===== config.mk =====
export PLATFORM = sky130hd
export DESIGN_NAME = irq_aggregator
export DESIGN_NICKNAME = d
export VERILOG_FILES = /design/src/rtl/irq_agg_pkg.sv /design/src/rtl/irq_agg_sync.sv /design/src/rtl/irq_agg_state.sv /design/src/rtl/irq_agg_counters.sv /design/src/rtl/irq_aggregator.sv
export SDC_FILE = /design/constraint.sdc
export NUM_CORES = 2
export LEC_CHECK = 0
export BUFFER_PORTS_ARGS = -buffer_cell sky130_fd_sc_hd__buf_2
export CAP_MARGIN = 20
export CORE_UTILIZATION = 35
export DETAILED_ROUTE_END_ITERATION = 6
export PLACE_DENSITY = 0.52
export REMOVE_ABC_BUFFERS = 1
export SYNTH_ARGS = -nofsm -noshare
export SYNTH_HDL_FRONTEND = slang
export SYNTH_SLANG_ARGS = --single-unit

===== constraint.sdc =====
create_clock -name clk_i -period 3.5 [get_ports clk_i]
set_input_delay 0.35 -clock clk_i [delete_from_list [all_inputs] [get_ports clk_i]]
set_output_delay 0.35 -clock clk_i [all_outputs]
set_load 0.005 [all_outputs]

===== src/rtl/irq_agg_pkg.sv =====
package irq_agg_pkg;
  localparam int unsigned DATA_W    = 32;
  localparam int unsigned REG_MASK  = 0;
  localparam int unsigned REG_PEND  = 1;
  localparam int unsigned REG_LINE  = 2;
endpackage


===== src/rtl/irq_agg_sync.sv =====
module irq_agg_sync #(
  parameter int unsigned WIDTH  = 32,
  parameter int unsigned STAGES = 2
) (
  input  logic             clk_i,
  input  logic             rst_ni,
  input  logic [WIDTH-1:0] async_i,
  output logic [WIDTH-1:0] sync_o
);
  logic [WIDTH-1:0] stage_q [STAGES];

  for (genvar s = 0; s < STAGES; s++) begin : g_stage
    always_ff @(posedge clk_i) begin
      if (!rst_ni) begin
        stage_q[s] <= '0;
      end else if (s == 0) begin
        stage_q[s] <= async_i;
      end else begin
        stage_q[s] <= stage_q[(s == 0) ? 0 : s-1];
      end
    end
  end

  assign sync_o = stage_q[STAGES-1];
endmodule


===== src/rtl/irq_agg_state.sv =====
module irq_agg_state #(
  parameter int unsigned WIDTH = 32
) (
  input  logic             clk_i,
  input  logic             rst_ni,
  input  logic [WIDTH-1:0] level_i,
  input  logic             mask_we_i,
  input  logic [WIDTH-1:0] mask_wdata_i,
  input  logic             clr_we_i,
  input  logic [WIDTH-1:0] clr_bits_i,
  output logic [WIDTH-1:0] line_o,
  output logic [WIDTH-1:0] pend_o,
  output logic [WIDTH-1:0] mask_o,
  output logic [WIDTH-1:0] rise_o
);
  logic [WIDTH-1:0] line_q, pend_q, mask_q, clr_eff;

  assign clr_eff = clr_we_i ? clr_bits_i : '0;
  assign rise_o  = level_i & ~line_q;

  always_ff @(posedge clk_i) begin
    if (!rst_ni) begin
      line_q <= '0;
      pend_q <= '0;
      mask_q <= '0;
    end else begin
      line_q <= level_i;
      pend_q <= (pend_q & ~clr_eff) | line_q;
      if (mask_we_i) mask_q <= mask_wdata_i;
    end
  end

  assign line_o = line_q;
  assign pend_o = pend_q;
  assign mask_o = mask_q;
endmodule


===== src/rtl/irq_agg_counters.sv =====
module irq_agg_counters #(
  parameter int unsigned LINES = 32,
  parameter int unsigned CNT_W = 32
) (
  input  logic                   clk_i,
  input  logic                   rst_ni,
  input  logic [LINES-1:0]       rise_i,
  output logic [LINES*CNT_W-1:0] cnt_o
);
  for (genvar n = 0; n < LINES; n++) begin : g_cnt
    logic [CNT_W-1:0] cnt_q;
    always_ff @(posedge clk_i) begin
      if (!rst_ni)        cnt_q <= '0;
      else if (rise_i[n]) cnt_q <= cnt_q + 1'b1;
    end
    assign cnt_o[n*CNT_W +: CNT_W] = cnt_q;
  end
endmodule


===== src/rtl/irq_aggregator.sv =====
module irq_aggregator
  import irq_agg_pkg::*;
#(
  parameter int unsigned NUM_LINES = 32,
  localparam int unsigned IDX_W    = $clog2(NUM_LINES),
  localparam int unsigned ADDR_W   = IDX_W + 1
) (
  input  logic                 clk_i,
  input  logic                 rst_ni,
  input  logic [NUM_LINES-1:0] irq_lines_i,
  input  logic                 wr_en_i,
  input  logic [ADDR_W-1:0]    addr_i,
  input  logic [DATA_W-1:0]    wdata_i,
  output logic [DATA_W-1:0]    rdata_o,
  output logic                 irq_o
);
  logic [NUM_LINES-1:0]        level_sync, line_q, pend_q, mask_q, rise;
  logic [NUM_LINES*DATA_W-1:0] cnt_flat;
  logic                        is_cnt, mask_we, clr_we;
  logic [IDX_W-1:0]            cnt_idx;

  assign is_cnt  = addr_i[ADDR_W-1];
  assign cnt_idx = addr_i[IDX_W-1:0];
  assign mask_we = wr_en_i && (addr_i == ADDR_W'(REG_MASK));
  assign clr_we  = wr_en_i && (addr_i == ADDR_W'(REG_PEND));

  irq_agg_sync #(.WIDTH(NUM_LINES), .STAGES(2)) u_sync (
    .clk_i(clk_i), .rst_ni(rst_ni), .async_i(irq_lines_i), .sync_o(level_sync)
  );

  irq_agg_state #(.WIDTH(NUM_LINES)) u_state (
    .clk_i(clk_i), .rst_ni(rst_ni), .level_i(level_sync),
    .mask_we_i(mask_we), .mask_wdata_i(wdata_i[NUM_LINES-1:0]),
    .clr_we_i(clr_we), .clr_bits_i(wdata_i[NUM_LINES-1:0]),
    .line_o(line_q), .pend_o(pend_q), .mask_o(mask_q), .rise_o(rise)
  );

  irq_agg_counters #(.LINES(NUM_LINES), .CNT_W(DATA_W)) u_cnt (
    .clk_i(clk_i), .rst_ni(rst_ni), .rise_i(rise), .cnt_o(cnt_flat)
  );

  always_comb begin
    rdata_o = '0;
    if (is_cnt) begin
      if (int'(cnt_idx) < NUM_LINES) rdata_o = cnt_flat[int'(cnt_idx)*DATA_W +: DATA_W];
    end else begin
      case (int'(addr_i))
        REG_MASK: rdata_o = DATA_W'(mask_q);
        REG_PEND: rdata_o = DATA_W'(pend_q);
        REG_LINE: rdata_o = DATA_W'(line_q);
        default:  rdata_o = '0;
      endcase
    end
  end

  assign irq_o = |(pend_q & mask_q);
endmodule


# [Word-level counts from Yosys, hierarchy flattened]
# Memory sizes are Yosys's and may differ from the RTL's.
# Index checks and enable logic that the tools add are counted.
[op_classes] add_sub_neg=32 eq_ne=2 n_shift=1 n_mux=7 bitwise_logic=8 n_reduce_logical=4
[ops] cell="adder 32 x 1 -> 32 bit, second input constant" n=32
[ops] cell="indexed part select 1024 x 11 -> 32 bit" n=1
[ops] cell="two-way mux 32 bit" n=4
[ops] cell="AND 32 bit" n=3
[ops] cell="one-hot mux 32 bit (3 select lines)" n=1
[ops] cell="inverter 32 bit" n=2
[ops] cell="OR 32 bit" n=1
[ops] cell="OR reduction 32 bit" n=1
[ops] cell="equality test 6 x 1 -> 1 bit, second input constant" n=1
[ops] cell="equality test 6 x 2 -> 1 bit, second input constant" n=1
[ops] cell="logical NOT 6 bit" n=1
[ops] cell="logical AND 1 bit" n=2
[ops] cell="two-way mux 1 bit" n=2
[ops] cell="OR 1 bit" n=2
[totals] regBits=1120 ramBits=64 in_bits=73 output_inout_bits=33 wordCells=90 memories=1
[memory_table] memory="u_sync.stage_q" words=2 word_bits=32 read_ports=2 rd_ports_with_merged_regs=0 write_ports=2 line_no="irq_agg_sync.sv:10" text="logic [WIDTH-1:0] stage_q [STAGES];"

# [Depth between registers and ports, before layout]
[depth] ltp_word=6 ltp_mapped=10 ltp_nobuf=6

# [Modules after synthesis]
# Synthesis repeated with hierarchy kept, for this count alone.
[unflattened] hier_cells=6613 hier_area_um2=59993.8
[by_module_without_submodules] module="irq_agg_counters" n_inst=1 cells_per_inst=5252 area_per_inst_um2=45170.8 seq_area_each_um2=20499.7
[by_module_without_submodules] module="irq_aggregator" n_inst=1 cells_per_inst=890 area_per_inst_um2=9584.2 seq_area_each_um2=0.0
[by_module_without_submodules] module="irq_agg_state" n_inst=1 cells_per_inst=337 area_per_inst_um2=3447.1 seq_area_each_um2=1921.8
[by_module_without_submodules] module="irq_agg_sync" n_inst=1 cells_per_inst=134 area_per_inst_um2=1791.7 seq_area_each_um2=1281.2

# [Worst setup path before layout]
# OpenSTA, ideal clock, no wires.
[synth_timing] path_kind="in2out" start="input addr_i[0]" end="output rdata_o[22]" arrival_time_ps=1917 t_required_ps=3150 slack_ps=1233 cell_stages=8 n_path_buf=5 cell_sequence="buf_2 > buf_4 > buf_2 > buf_4 > buf_2 > mux4_2 > a22oi_1 > a31oi_1"
[synth_between] elab_chain_len=3 word_cells_on_any_way=6 cone_classes="eq/ne (2); shift (1); mux (2); reduce/logical (1)"
[synth_lines] element="start: declaration" line_no="irq_aggregator.sv:12" text="input logic [ADDR_W-1:0] addr_i,"
[synth_lines] element="branches (longest 2 deep; another with indexed part select 1024 x 11 -> 32 bit)"
[synth_lines] element="two-way mux 32 bit (*)" line_no="irq_aggregator.sv:44" text="if (is_cnt) begin"
[synth_lines] element="end: declaration" line_no="irq_aggregator.sv:14" text="output logic [DATA_W-1:0] rdata_o,"
# Every way passes the cells marked *.

# [Worst setup path after layout]
[layout_timing] start="input addr_i[1]" end="output rdata_o[31]"
# Same word-level chain as after synthesis.

==> reports/qor.txt <==
status - complete, but fails checks
failing checks - setup timing
synth warn - 0
Net count, final - 6,822
post-synth top area share - 39.80%
Syn Inst Count - 6,530
cell with the most instances after synthesis - dfxtp_1
Final Max Tran Viols - 0
Iteration-0 DRC Markers - 4,493
Synth area leader - dfxtp_1
Synth Area in XOR/XNOR - 12.41%
crit path DAT - 3.21 ns
main combinational cell family by area after synthesis - simple AND/OR/NAND/NOR gates
ys async rst share - 0%
Crit Path Class - input pin to primary output
TritonCTS clock tree - yes
Synth area leaders - dfxtp_1 (40%), mux4_2 (9.6%), xor2_1 (7.1%)
total grt overflow - 0
register bit count reported by yosys - 1,184
Hold/Removal Path Class - input pin to flop
vias post-DR - 49,890
area of the die - 171,800 um2
final hold vios - 0
Final Critical Period - 3.556 ns
Num CTS Buffers - 142
RSZ-0062 raised after global routing - no
Top cell by count, worst path - buf_12
Post-CTS Setup Inserts - 0
commonest cells in the netlist - dfxtp_1 (1,184), nor2_1 (1,001), nand2_1 (543)
Yosys cell types - 79
Slowest cell on crit path - nor2b_1
Port Buffer Count - 105
final cell count without fillers - 9,054
Vias/cell - 5.510
Slew @ Worst Pin - 0.9330 ns
DPL Wire Length - 157,300 um
root buf cell - clkbuf_16
maximum clock frequency - 281.2 MHz
vias in the first global route - 46,750
setup TNS - -0.05631 ns
post-synthesis adder-cell area fraction - 0.6723%
Slew HR - 37.28%
CTS sink count - 1,184
placed cell count - 8,721
pwr/cell area - 446.8 nW/um2
Final Skew - 0.04004 ns
DRT Pass-1 Iters - 7
Die H - 414.5 um
Syn Std Cell Area - 59,560 um2
area delta synth->final - 16.15%
# DRC - 0
CTS clock-pin slew for the worst setup and hold paths - 0.06 ns
Clock Path Buffers - 3
Initial Util - 35.22%
leakage power - 23.94 nW
final worst slack - -0.05631 ns
syn_area_per_cell - 9.120 um2
Synth Flop Type - dfxtp_1
Die W - 414.5 um
CP Cell Sequence - buf_8 > buf_12 > buf_12 > nor2b_1 > buf_4 > nand2_1 > nand4b_1 > o211ai_1 > o221a_1 > buf_2
Worst Path Required - 3.15 ns
Period Utilization, post-route - 101.6%
multiplexer share of the synthesized area - 11.83%
WL per Instance - 22.99 um
simple-gate share of the synthesized area - 27.11%
drt total wl - 208,100 um
Crit Path Max Fanout - 27
Core Region - 169,100 um2
layout cells sized above 1 - 12.89%
GRT Total Usage - 23.78%
CP max stage delay - 0.74 ns
initial antenna violation count - 5
Post-synth EDFFs - 0
first-pass GRT wire length - 309,100 um
pin count of the biggest net entering global routing - 149
number of setup violations in the final report - 1
row count - 151
Seq/Total Area, Yosys - 39.80%
Clk Latency, worst-skew pair - 0.82 ns
compound-gate portion of the synthesized area - 5.086%
antenna viol nets, final - 0
VDD IR-drop max - 0.4437 mV
Worst setup SP type - input pin
total of max-cap violations - 0
worst slack, placed - 0.03432 ns
I/O pin cnt - 106
htree depth - 4
Critical Path Sink Type - primary output
routability cong. - 1.067
cell type report:
| class | instances | area [um2] |
|---|---|---|
| clock buffers | 205 | 4177 |
| well taps | 2218 | 2775 |
| flip-flops and latches | 1184 | 23700 |
| clock inverters | 55 | 818.3 |
| fillers | 16540 | 99920 |
| multi-input cells | 4903 | 34120 |
| repair buffers | 389 | 3207 |
| diodes | 3 | 7.507 |
| inverters | 97 | 371.6 |
where the power goes:
group          internal (mW)  switching, mW
Sequential              13.6          0.112
Clock                   9.59           6.22
Combinational          0.534          0.890
Total                   23.7           7.22
per-stage QoR:
step,cell area (um2),util (%),hold WS (ns),total power [mW]
2_1_floorplan,58080,-,0.4118,14.45
3_3_place_gp,63410,37.50,0.4172,15.31
3_5_place_dp,63410,37.50,0.4186,15.32
4_1_cts,69140,40.89,0.04243,31.23
5_1_grt,69170,40.91,0.05375,31.90
6_report,69170,40.91,0.08447,30.91
registers in the layout, indices dropped and copies added, names as in the netlist:
signal,count
u_cnt.g_cnt.cnt_q,1024
u_sync.stage_q,64
u_state.line_o,32
u_state.mask_o,32
u_state.pend_o,32
layer usage:
| layer | global-route usage, % | share of wire, % | vias to the layer above |
|---|---|---|---|
| met2 | 36.27 | 44 | 1498 |
| met4 | 12.40 | 5.5 | 0 |
| li1 | - | - | 23540 |
| met1 | 32.29 | 44 | 24490 |
| met3 | 3.789 | 6.0 | 362 |
| met5 | 0 | 0 | - |
critical path: cells and delay by family:
family	cells	cell delay, ns
simple gates	3	0.92
buf+inv	5	1.22
compound gates	2	0.60
worst paths after layout:
| kind | from | to | slack, ns | cells past startpoint |
|---|---|---|---|---|
| max | addr_i[1] | rdata_o[31] | -0.06 | 10 |
| min | wr_en_i | u_state.mask_o[17]$_SDFFE_PN0P_ | 0.08 | 4 |
| max reg2reg | u_cnt.g_cnt[13].cnt_q[0]$_SDFFE_PN0P_ | u_cnt.g_cnt[13].cnt_q[26]$_SDFFE_PN0P_ | 1.05 | 6 |
| min reg2reg | u_sync.stage_q[0][16]$_SDFF_PN0_ | u_sync.stage_q[1][16]$_SDFF_PN0_ | 0.43 | 1 |
layout by cell type, fill, tap and decap left out, types with 24 or more instances in the layout:
master            n
nand2_1         543
nand4_1         329
a21oi_1         195
a22oi_1          38
ha_1             32
and2_1          169
inv_1            94
mux4_2          253
buf_4           187
o21ai_0          50
o22ai_1          24
clkbuf_16       147
nor4_2           26
nor3_1           94
nor4_1          126
clkbuf_8         28
buf_12           27
buf_2           101
nor2_1         1001
nor2b_1          38
nand4b_1         24
mux2i_1         122
clkbuf_1         30
and3_1          124
or3_1            74
o21ai_1          30
nand3b_1         26
xnor2_1         362
nand3_1         343
o2bb2ai_1        24
and4_1          108
xor2_1          482
dlygate4sd3_1    70
nand2b_1         55
dfxtp_1        1184
repair_timing:
action | in CTS | in global routing
hold buffers | 70 | 0
hold endpoints to repair | 112 | 0
setup endpoints to repair | 3 | 3
resized for setup | 5 | 4
cells by family after synthesis:
group | count (synthesis)
xor+xnor | 844
fa+ha+maj | 32
mux | 385
simple gates | 3157
compound gates | 485
buf+inv | 443
flops | 1184
(Power assumes the default switching activity.)
